**src/rtl/fpcsr_pkg.sv**
```systemverilog
package fpcsr_pkg;
  localparam int XLEN      = 32;
  localparam int NFLAGS    = 5;
  localparam int FLAG_LSB  = 7;
  localparam int MBZ_LSB   = 12;
  localparam logic [XLEN-1:0] STD_CTRL_MASK = 32'h0000_007F;
  localparam logic [XLEN-1:0] OLD_CTRL_MASK = 32'hFFFF_F07F;
  typedef enum logic [1:0] {
    RND_NEAREST = 2'd0,
    RND_ZERO    = 2'd1,
    RND_UP      = 2'd2,
    RND_DOWN    = 2'd3
  } rnd_t;
  typedef enum logic { SEL_CTRL = 1'b0, SEL_STAT = 1'b1 } sel_t;
endpackage

```
**src/rtl/fpcsr_ctrl.sv**
```systemverilog
module fpcsr_ctrl
  import fpcsr_pkg::*;
#(
  parameter bit LEGACY = 1'b0
) (
  input  logic            clk,
  input  logic            rst,
  input  logic            we,
  input  logic [XLEN-1:0] wdata,
  output logic [XLEN-1:0] q
);
  logic [XLEN-1:0] mask;
  generate
    if (LEGACY) begin : g_old
      assign mask = OLD_CTRL_MASK;
    end else begin : g_std
      assign mask = STD_CTRL_MASK;
    end
  endgenerate

  always_ff @(posedge clk) begin
    if (rst)     q <= '0;
    else if (we) q <= wdata & mask;
  end
endmodule

```
**src/rtl/fpcsr_flags.sv**
```systemverilog
module fpcsr_flags
  import fpcsr_pkg::*;
(
  input  logic              clk,
  input  logic              rst,
  input  logic              we,
  input  logic [NFLAGS-1:0] wflags,
  input  logic              acc_en,
  input  logic [NFLAGS-1:0] acc_flags,
  output logic [NFLAGS-1:0] q
);
  always_ff @(posedge clk) begin
    if (rst)         q <= '0;
    else if (we)     q <= wflags;
    else if (acc_en) q <= q | acc_flags;
  end
endmodule

```
**src/rtl/fpcsr_top.sv**
```systemverilog
module fpcsr_top
  import fpcsr_pkg::*;
#(
  parameter bit LEGACY = 1'b0
) (
  input  logic              clk,
  input  logic              rst,
  input  logic              wr_en,
  input  logic              wr_sel,
  input  logic [XLEN-1:0]   wr_data,
  input  logic              res_valid,
  input  logic [NFLAGS-1:0] res_flags,
  output logic [XLEN-1:0]   ctrl_rdata,
  output logic [XLEN-1:0]   stat_rdata,
  output logic [1:0]        round_mode,
  output logic              mbz_viol
);
  localparam int FLAG_MSB = FLAG_LSB + NFLAGS - 1;

  logic ctrl_we, stat_we, upper_set, viol_d;
  logic [NFLAGS-1:0] flags_q;

  assign ctrl_we   = wr_en && (sel_t'(wr_sel) == SEL_CTRL);
  assign stat_we   = wr_en && (sel_t'(wr_sel) == SEL_STAT);
  assign upper_set = |wr_data[XLEN-1:MBZ_LSB];
  assign viol_d    = upper_set && (stat_we || (ctrl_we && !LEGACY));

  fpcsr_ctrl #(.LEGACY(LEGACY)) u_ctrl (
    .clk(clk), .rst(rst), .we(ctrl_we), .wdata(wr_data), .q(ctrl_rdata)
  );

  fpcsr_flags u_flags (
    .clk(clk), .rst(rst), .we(stat_we),
    .wflags(wr_data[FLAG_MSB:FLAG_LSB]),
    .acc_en(res_valid), .acc_flags(res_flags), .q(flags_q)
  );

  always_ff @(posedge clk) begin
    if (rst) mbz_viol <= 1'b0;
    else     mbz_viol <= viol_d;
  end

  assign round_mode = ctrl_rdata[1:0];
  always_comb begin
    stat_rdata = '0;
    stat_rdata[FLAG_MSB:FLAG_LSB] = flags_q;
  end
endmodule

```
**config.mk**
```make
export PLATFORM = sky130hd
export DESIGN_NAME = fpcsr_top
export DESIGN_NICKNAME = d
export VERILOG_FILES = /design/src/rtl/fpcsr_pkg.sv /design/src/rtl/fpcsr_ctrl.sv /design/src/rtl/fpcsr_flags.sv /design/src/rtl/fpcsr_top.sv
export SDC_FILE = /design/constraint.sdc
export NUM_CORES = 1
export LEC_CHECK = 0
export ABC_AREA = 1
export BUFFER_PORTS_ARGS = -buffer_cell sky130_fd_sc_hd__buf_2
export CORE_MARGIN = 2
export CORE_UTILIZATION = 33
export DETAILED_ROUTE_END_ITERATION = 8
export GPL_TIMING_DRIVEN = 0
export PLACE_DENSITY_LB_ADDON = 0.3
export SETUP_SLACK_MARGIN = 0.1
export SLEW_MARGIN = 20
export SYNTH_ARGS = -nofsm -noshare
export SYNTH_HDL_FRONTEND = slang
export SYNTH_HIERARCHICAL = 1
export SYNTH_SLANG_ARGS = --single-unit
```
**constraint.sdc**
```tcl
create_clock -name clk -period 0.8 [get_ports clk]
set_input_delay 0.16 -clock clk [delete_from_list [all_inputs] [get_ports clk]]
set_output_delay 0.16 -clock clk [all_outputs]
set_load 0.05 [all_outputs]
```
---- Word-level counts from Yosys, hierarchy flattened ----
Cells that the tools add are included.
operators by class
  mux-type cells .......................... 2
  bitwise gates (word level) .............. 2
  reduce and logical (&&, ||, !) cells .... 6
operators with widths
  cell                 number
  OR reduction 20 bit  1
  2-to-1 mux 5 bit     2
  OR 5 bit             1
  logical AND 1 bit    3
  nonzero test 2 bit   1
  logical OR 1 bit     1
  NOT 1 bit            1
storage, ports and cells
  register bits ........................... 13
  word-level logic and storage cells ...... 13

---- Depth between registers and ports, before layout ----
Gate-level depths: netlist of the first run.
  word-level depth ........................ 4
  gate-level depth with buffers ........... 7
  gate-level depth less buffers ........... 6

---- Modules after synthesis ----
Netlist of the first run, hierarchy kept.
by module, submodules not included
  module       instances  cells each  area an instance (um^2)  sequential area each (um^2)
  fpcsr_ctrl   1          70          478.0                    140.1
  fpcsr_top    1          56          341.6                    20.0
  fpcsr_flags  1          47          290.3                    100.1

---- Worst setup path after synthesis of the first run ----
No wires, ideal clock.
  kind .................................... register to output
  start ................................... register u_ctrl.q[0]
  end ..................................... output round_mode[0]
  data arrival time ....................... 0.914 ns
  required time ........................... 0.640 ns
  path slack .............................. -0.274 ns
  cell stages (with the launch flop) ...... 2
  path buffers ............................ 1
  path through ............................ dfxtp_1 buf_4
RTL lines
  what                      RTL line          RTL
  start: declaration        fpcsr_ctrl.sv:10  output logic [XLEN-1:0] q
  start signal: assignment  fpcsr_ctrl.sv:23  else if (we) q <= wdata & mask;
  end: declaration          fpcsr_top.sv:15   output logic [1:0] round_mode,
No word-level cell between the ends.

---- Worst setup path after layout of the first run ----
  start ................................... register u_ctrl.q[1]
  end ..................................... output round_mode[1]
No word-level cell between the ends.

==> metrics.txt, run 1 <==
initial antenna violation count=0; CTS clk-pin slew, worst paths=0.08 ns; clock power share=15.6%; CTS tree=done; Worst Setup End Kind=primary output; 1st-pass router iterations=5; final hold violation count=0; pins over their slew limit=0; core area=3280 um^2; pre-CTS WS=-0.0763 ns; die area=3840 um^2; most numerous cell in the Yosys netlist=buf_4; clock skew=0 ns; Crit Path Max Fanout=3; failing checks=negative setup slack; Achievable Freq=0.954 GHz; Std-Cell Rows=21; P_leak=1.18 nW; Synth area leaders=buf_4 37%, dfxtp_1 23%, nand2_1 14%, nor2_1 9.1%, inv_1 7.4%; crit path DAT=0.89 ns; period utilization=131%; PwrDens=1350 nW/um^2; Yosys warning count=6; pin count of the biggest net entering global routing=11; unrepaired setup endpoints after global routing=yes; HPWL after DPL=1890 um; Seq pwr share=29.1%; PortBufs=56; top_reg_cell synth=dfxtp_1; CTS max path bufs=2; clock sink total=13; post-route insts no fill=332; TritonCTS Buffers=3; initial core utilization=33.8%; routability-driven placement congestion ratio=0.677; Area growth syn-to-layout=70.8%; Total Routing Usage GR=10.1%; DRT antenna net count=0; CP startpoint kind=flip-flop; placed cells=325; # IOs=109; Post-synth ARST share=0%; Setup violations, final=15; vias post-DR=1092; Gate power share=55.3%; PnR worst setup slack=-0.248 ns; Cells after Synth=173; Die Ht=62.0 um; Commonest cells post-synth=54 x buf_4, 40 x nand2_1, 27 x nor2_1; DRC errors left=0; cell-internal power=1.38 mW; outcome=complete, but fails checks; Synth Register Bits=13; cell accounting for the most synthesized area=buf_4; first-pass GRT wire length=2930 um; share of the synthesized area in the top cell type=36.5%; fin nets=329; grt ovf=0; min cycle time layout=1.05 ns; vias in the first global route=794; DR vias/cell=3.29; Data required, critical path=0.64 ns; Max Cap Viol=0; Sw Share=46.4%; Skew-Pair Late Insertion Delay=0.27 ns; Sw Pwr=1.19 mW; Crit Path Category=flip-flop to primary output; H-tree lvl count=1; post-synthesis sequential area ratio=23.4%; Root Buffer=clkbuf_4; Synth cell types=10; # fillers=328; number of synthesized flops with an enable pin=0; Cell Area, Synth=1110 um^2; Hold WC Path Type=input port to flip-flop; Antenna diodes=0; layout cells sized above 1=51.4%; WL/cell=6.79 um; Die Width=62.0 um; 1st-iter DRT viols=53; maximum VDD drop=0.529 mV; Avg Cell Area, Syn=6.42 um^2; final wirelength=2260 um
[path summary, 6_finish.rpt]
| kind | cells after the start | slack [ns] | endpoint | startpoint |
|---|---|---|---|---|
| worst min register to register | 2 | 0.49 | u_ctrl/q[6] | u_ctrl/q[6] |
| worst max-delay path | 2 | -0.25 | round_mode[1] | u_ctrl/q[1] |
| worst max register to register | 5 | 0.02 | u_flags/q[4] | u_flags/q[4] |
| worst min-delay path | 4 | 0.14 | mbz_viol | rst |
[worst max-delay path, stage by stage (launching register included)]
cell,delay (ns)
dfxtp_4,0.37
buf_8,0.11
buf_8,0.14
[layout by cell type, fill, tap and decap left out]
cell      synthesis  final
and2_0            1      1
buf_2             0     41
buf_4            54     54
buf_6             2      5
buf_8             0     15
clkbuf_4          0      3
clkinv_2          0      1
conb_1            2     52
dfxtp_2           0      6
dfxtp_4           0      7
inv_1            22     20
inv_2             0      2
nand2_1          40     40
nand3_1           1      1
nor2_1           27     25
nor2_2           11     11
nor2_4            0      2
[per-stage QoR]
stage	hold WS [ns]	TNS [ns]	power (mW)	utilization (%)	instance area (um^2)
floorplan	0.301	0	1.85	-	1350
global placement	0.426	-0.606	2.01	51.5	1690
detailed placement	0.432	-0.664	2.02	51.5	1690
CTS	0.131	-2.42	2.54	56.6	1860
global route	0.153	-2.89	2.72	57.7	1900
finish	0.137	-2.27	2.56	57.7	1900
[power by group through the flow]
stage | registers, mW | logic (mW) | clock network [mW]
3_3_place_gp | 0.737 | 1.27 | 0
3_5_place_dp | 0.740 | 1.28 | 0
2_1_floorplan | 0.909 | 0.937 | 0
4_1_cts | 0.740 | 1.38 | 0.417
5_1_grt | 0.752 | 1.51 | 0.462
6_report | 0.746 | 1.42 | 0.399
[what timing repair did]
action | 4_1_cts | 5_1_grt
pin swaps | 1 | 3
gates resized for setup | 36 | 11
buffers inserted | 3 | 0
hold buffers | 0 | 0
setup endpoints to repair | 15 | 19
gates cloned | 0 | 0
[sequential cells by signal (all words and copies together) (netlist names)]
name       flops
mbz_viol       1
u_ctrl/q       7
u_flags/q      5
[per-layer routing]
layer	part of all wire (%)	up-vias	GRT usage (%)	wire (um)
met1	35	415	11.6	781
met3	11	2	1.45	246
met4	1.2	0	5.47	26
met5	0	-	0	0
li1	-	618	-	-
met2	53	57	18.0	1200
[layout make-up]
cell class              count  area, um^2  area share, %
flip-flops and latches     13         294           15.5
clock inverters             1        5.00          0.264
clock buffers               3        22.5           1.19
repair buffers             59         449           23.7
well taps                  46        57.6           3.04
inverters                  22        82.6           4.36
multi-input cells         132         542           28.6
plain buffers              56         443           23.4
[kinds of logic (layout without fill, tap and decap cells)]
kind of cell / count (synthesis) / count (layout) / share of synthesized area [%]
buf+inv: 78 / 141 / 46.0
other cells: 2 / 52 / 0.677
flops: 13 / 13 / 23.4
simple gates: 80 / 80 / 29.9
(Power assumes the default switching activity.)
==> run 2: changes to the inputs <==
--- a/config.mk
+++ b/config.mk
@@ -15,2 +15,3 @@
 export SETUP_SLACK_MARGIN = 0.1
+export SKIP_LAST_GASP = 1
 export SLEW_MARGIN = 20
==> constraint.sdc (replaced) <==
create_clock -name clk -period 0.8 [get_ports clk]
set_input_delay 0.12 -clock clk [delete_from_list [all_inputs] [get_ports clk]]
set_output_delay 0.12 -clock clk [all_outputs]
set_load 0.1 [all_outputs]
==> metrics.txt, run 2 (synthesis gave the netlist of run 1 again) <==
outcome=complete, but fails checks; failing checks=negative setup slack; clock power share=11.6%; max reg flops=7; DRT antenna net count=0; Critical-path top delay cell=dfxtp_4; Max Used Layer=met3; final hold violation count=0; P_leak=1.21 nW; Std-Cell Rows=21; CTS tree=done; Top Family by Delay on Critical Path=flip-flops; initial core utilization=33.8%; initial antenna violation count=0; Largest regs=u_ctrl/q (7), u_flags/q (5), mbz_viol (1); Gate power share=66.4%; Largest Register=u_ctrl/q; Root Buffer=clkbuf_4; Skew-Pair Late Insertion Delay=0.26 ns; Seq pwr share=21.9%; Total Routing Usage GR=10.9%; # fillers=296; most used cell, CP=buf_12; crit-path max cell delay=0.36 ns; Die Width=62.0 um; DR vias/cell=3.29; clock sink total=13; pins over their slew limit=0; Max Cap Viol=0; commonest cells after routing, fill and taps aside=52 x buf_4, 52 x conb_1, 41 x buf_2; WL/cell=7.18 um; CP startpoint kind=flip-flop; DRC errors left=0; Hold WC Path Type=input port to flip-flop; Area growth syn-to-layout=81.6%; unrepaired setup endpoints after global routing=yes; Buffers & Inverters on Critical Path=2; layout cells sized above 1=51.6%; Final TNS setup=-2.14 ns; min cycle time layout=1.02 ns; Achievable Freq=0.981 GHz; vias in the first global route=851; final wirelength=2390 um; met1 wire length=893 um; H-tree lvl count=1; Sw Pwr=1.93 mW; routability-driven placement congestion ratio=0.694; PnR worst setup slack=-0.219 ns; Die Ht=62.0 um; grt ovf=0; pin count of the biggest net entering global routing=11; HPWL after DPL=1840 um; Antenna diodes=0; vias post-DR=1097; PwrDens=1680 nW/um^2; Sw Share=57.0%; pre-CTS WS=-0.157 ns; Worst Setup End Kind=primary output; 1st-pass router iterations=4; # IOs=109; CTS max path bufs=2; period utilization=127%; Setup violations, final=15; clock skew=0 ns; 1st-iter DRT viols=28; routed wl met3=219 um; maximum VDD drop=1.05 mV; metal2 WL=1280 um; core area=3280 um^2; critical-path cell list=buf_12, buf_12; Crit Path Max Fanout=3; Data required, critical path=0.68 ns; Crit Path Category=flip-flop to primary output; TritonCTS Buffers=3; total power=3.39 mW; first-pass GRT wire length=3190 um; CTS clk-pin slew, worst paths=0.08 ns; fin nets=330; cell-internal power=1.46 mW; crit path DAT=0.90 ns; die area=3840 um^2; PortBufs=56
==> run 2: final timing paths <==
kind                                    from             to  slack [ns]  cells after the start
worst min register to register   u_ctrl/q[4]    u_ctrl/q[4]        0.50                      2
worst min-delay path                     rst       mbz_viol        0.09                      4
worst max-delay path             u_ctrl/q[1]  round_mode[1]       -0.22                      2
worst max register to register  u_flags/q[1]   u_flags/q[1]        0.01                      5
==> run 2: per-stage QoR <==
| stage | utilization, % | cells | cell area, um^2 | hold slack [ns] |
|---|---|---|---|---|
| after floorplan | - | 223 | 1370 | 0.258 |
| after global placement | 52.1 | 325 | 1710 | 0.386 |
| after detailed placement | 52.1 | 325 | 1710 | 0.385 |
| after CTS | 60.2 | 333 | 1980 | 0.100 |
| after global routing | 61.4 | 333 | 2020 | 0.133 |
| final | 61.4 | 333 | 2020 | 0.0946 |
==> run 2: per-layer routing <==
layer / up-vias / GRT usage, %
li1: 617 / -
met1: 424 / 12.7
met2: 56 / 19.6
met3: 0 / 1.66
met4: 0 / 4.56
met5: - / 0
==> run 2: worst min-delay path, delay by kind of cell <==
family | cells | cell delay [ns]
buf+inv | 2 | 0.13
simple gates | 2 | 0.09
==> run 2: final cells by class <==
type                    instances  area, um^2  area share, %
repair buffers                 60         533           26.4
inverters                      22        82.6           4.10
well taps                      46        57.6           2.86
plain buffers                  56         453           22.5
clock buffers                   4        26.3           1.30
flip-flops and latches         13         309           15.3
multi-input cells             132         554           27.5
==> run 2: repair_timing <==
item                                    CTS  global route
hold buffers                              0             0
resized for setup                        56            12
buffers inserted                          4             0
pin swaps                                 0             9
endpoints found under the setup margin   15            19
==> run 2: power by group through the flow <==
stage / sequential (mW) / clock (mW) / combinational [mW]
finish: 0.743 / 0.394 / 2.25
global route: 0.749 / 0.446 / 2.34
CTS: 0.740 / 0.398 / 2.19
detailed placement: 0.731 / 0 / 2.01
global placement: 0.729 / 0 / 2.01
floorplan: 1.08 / 0 / 1.49
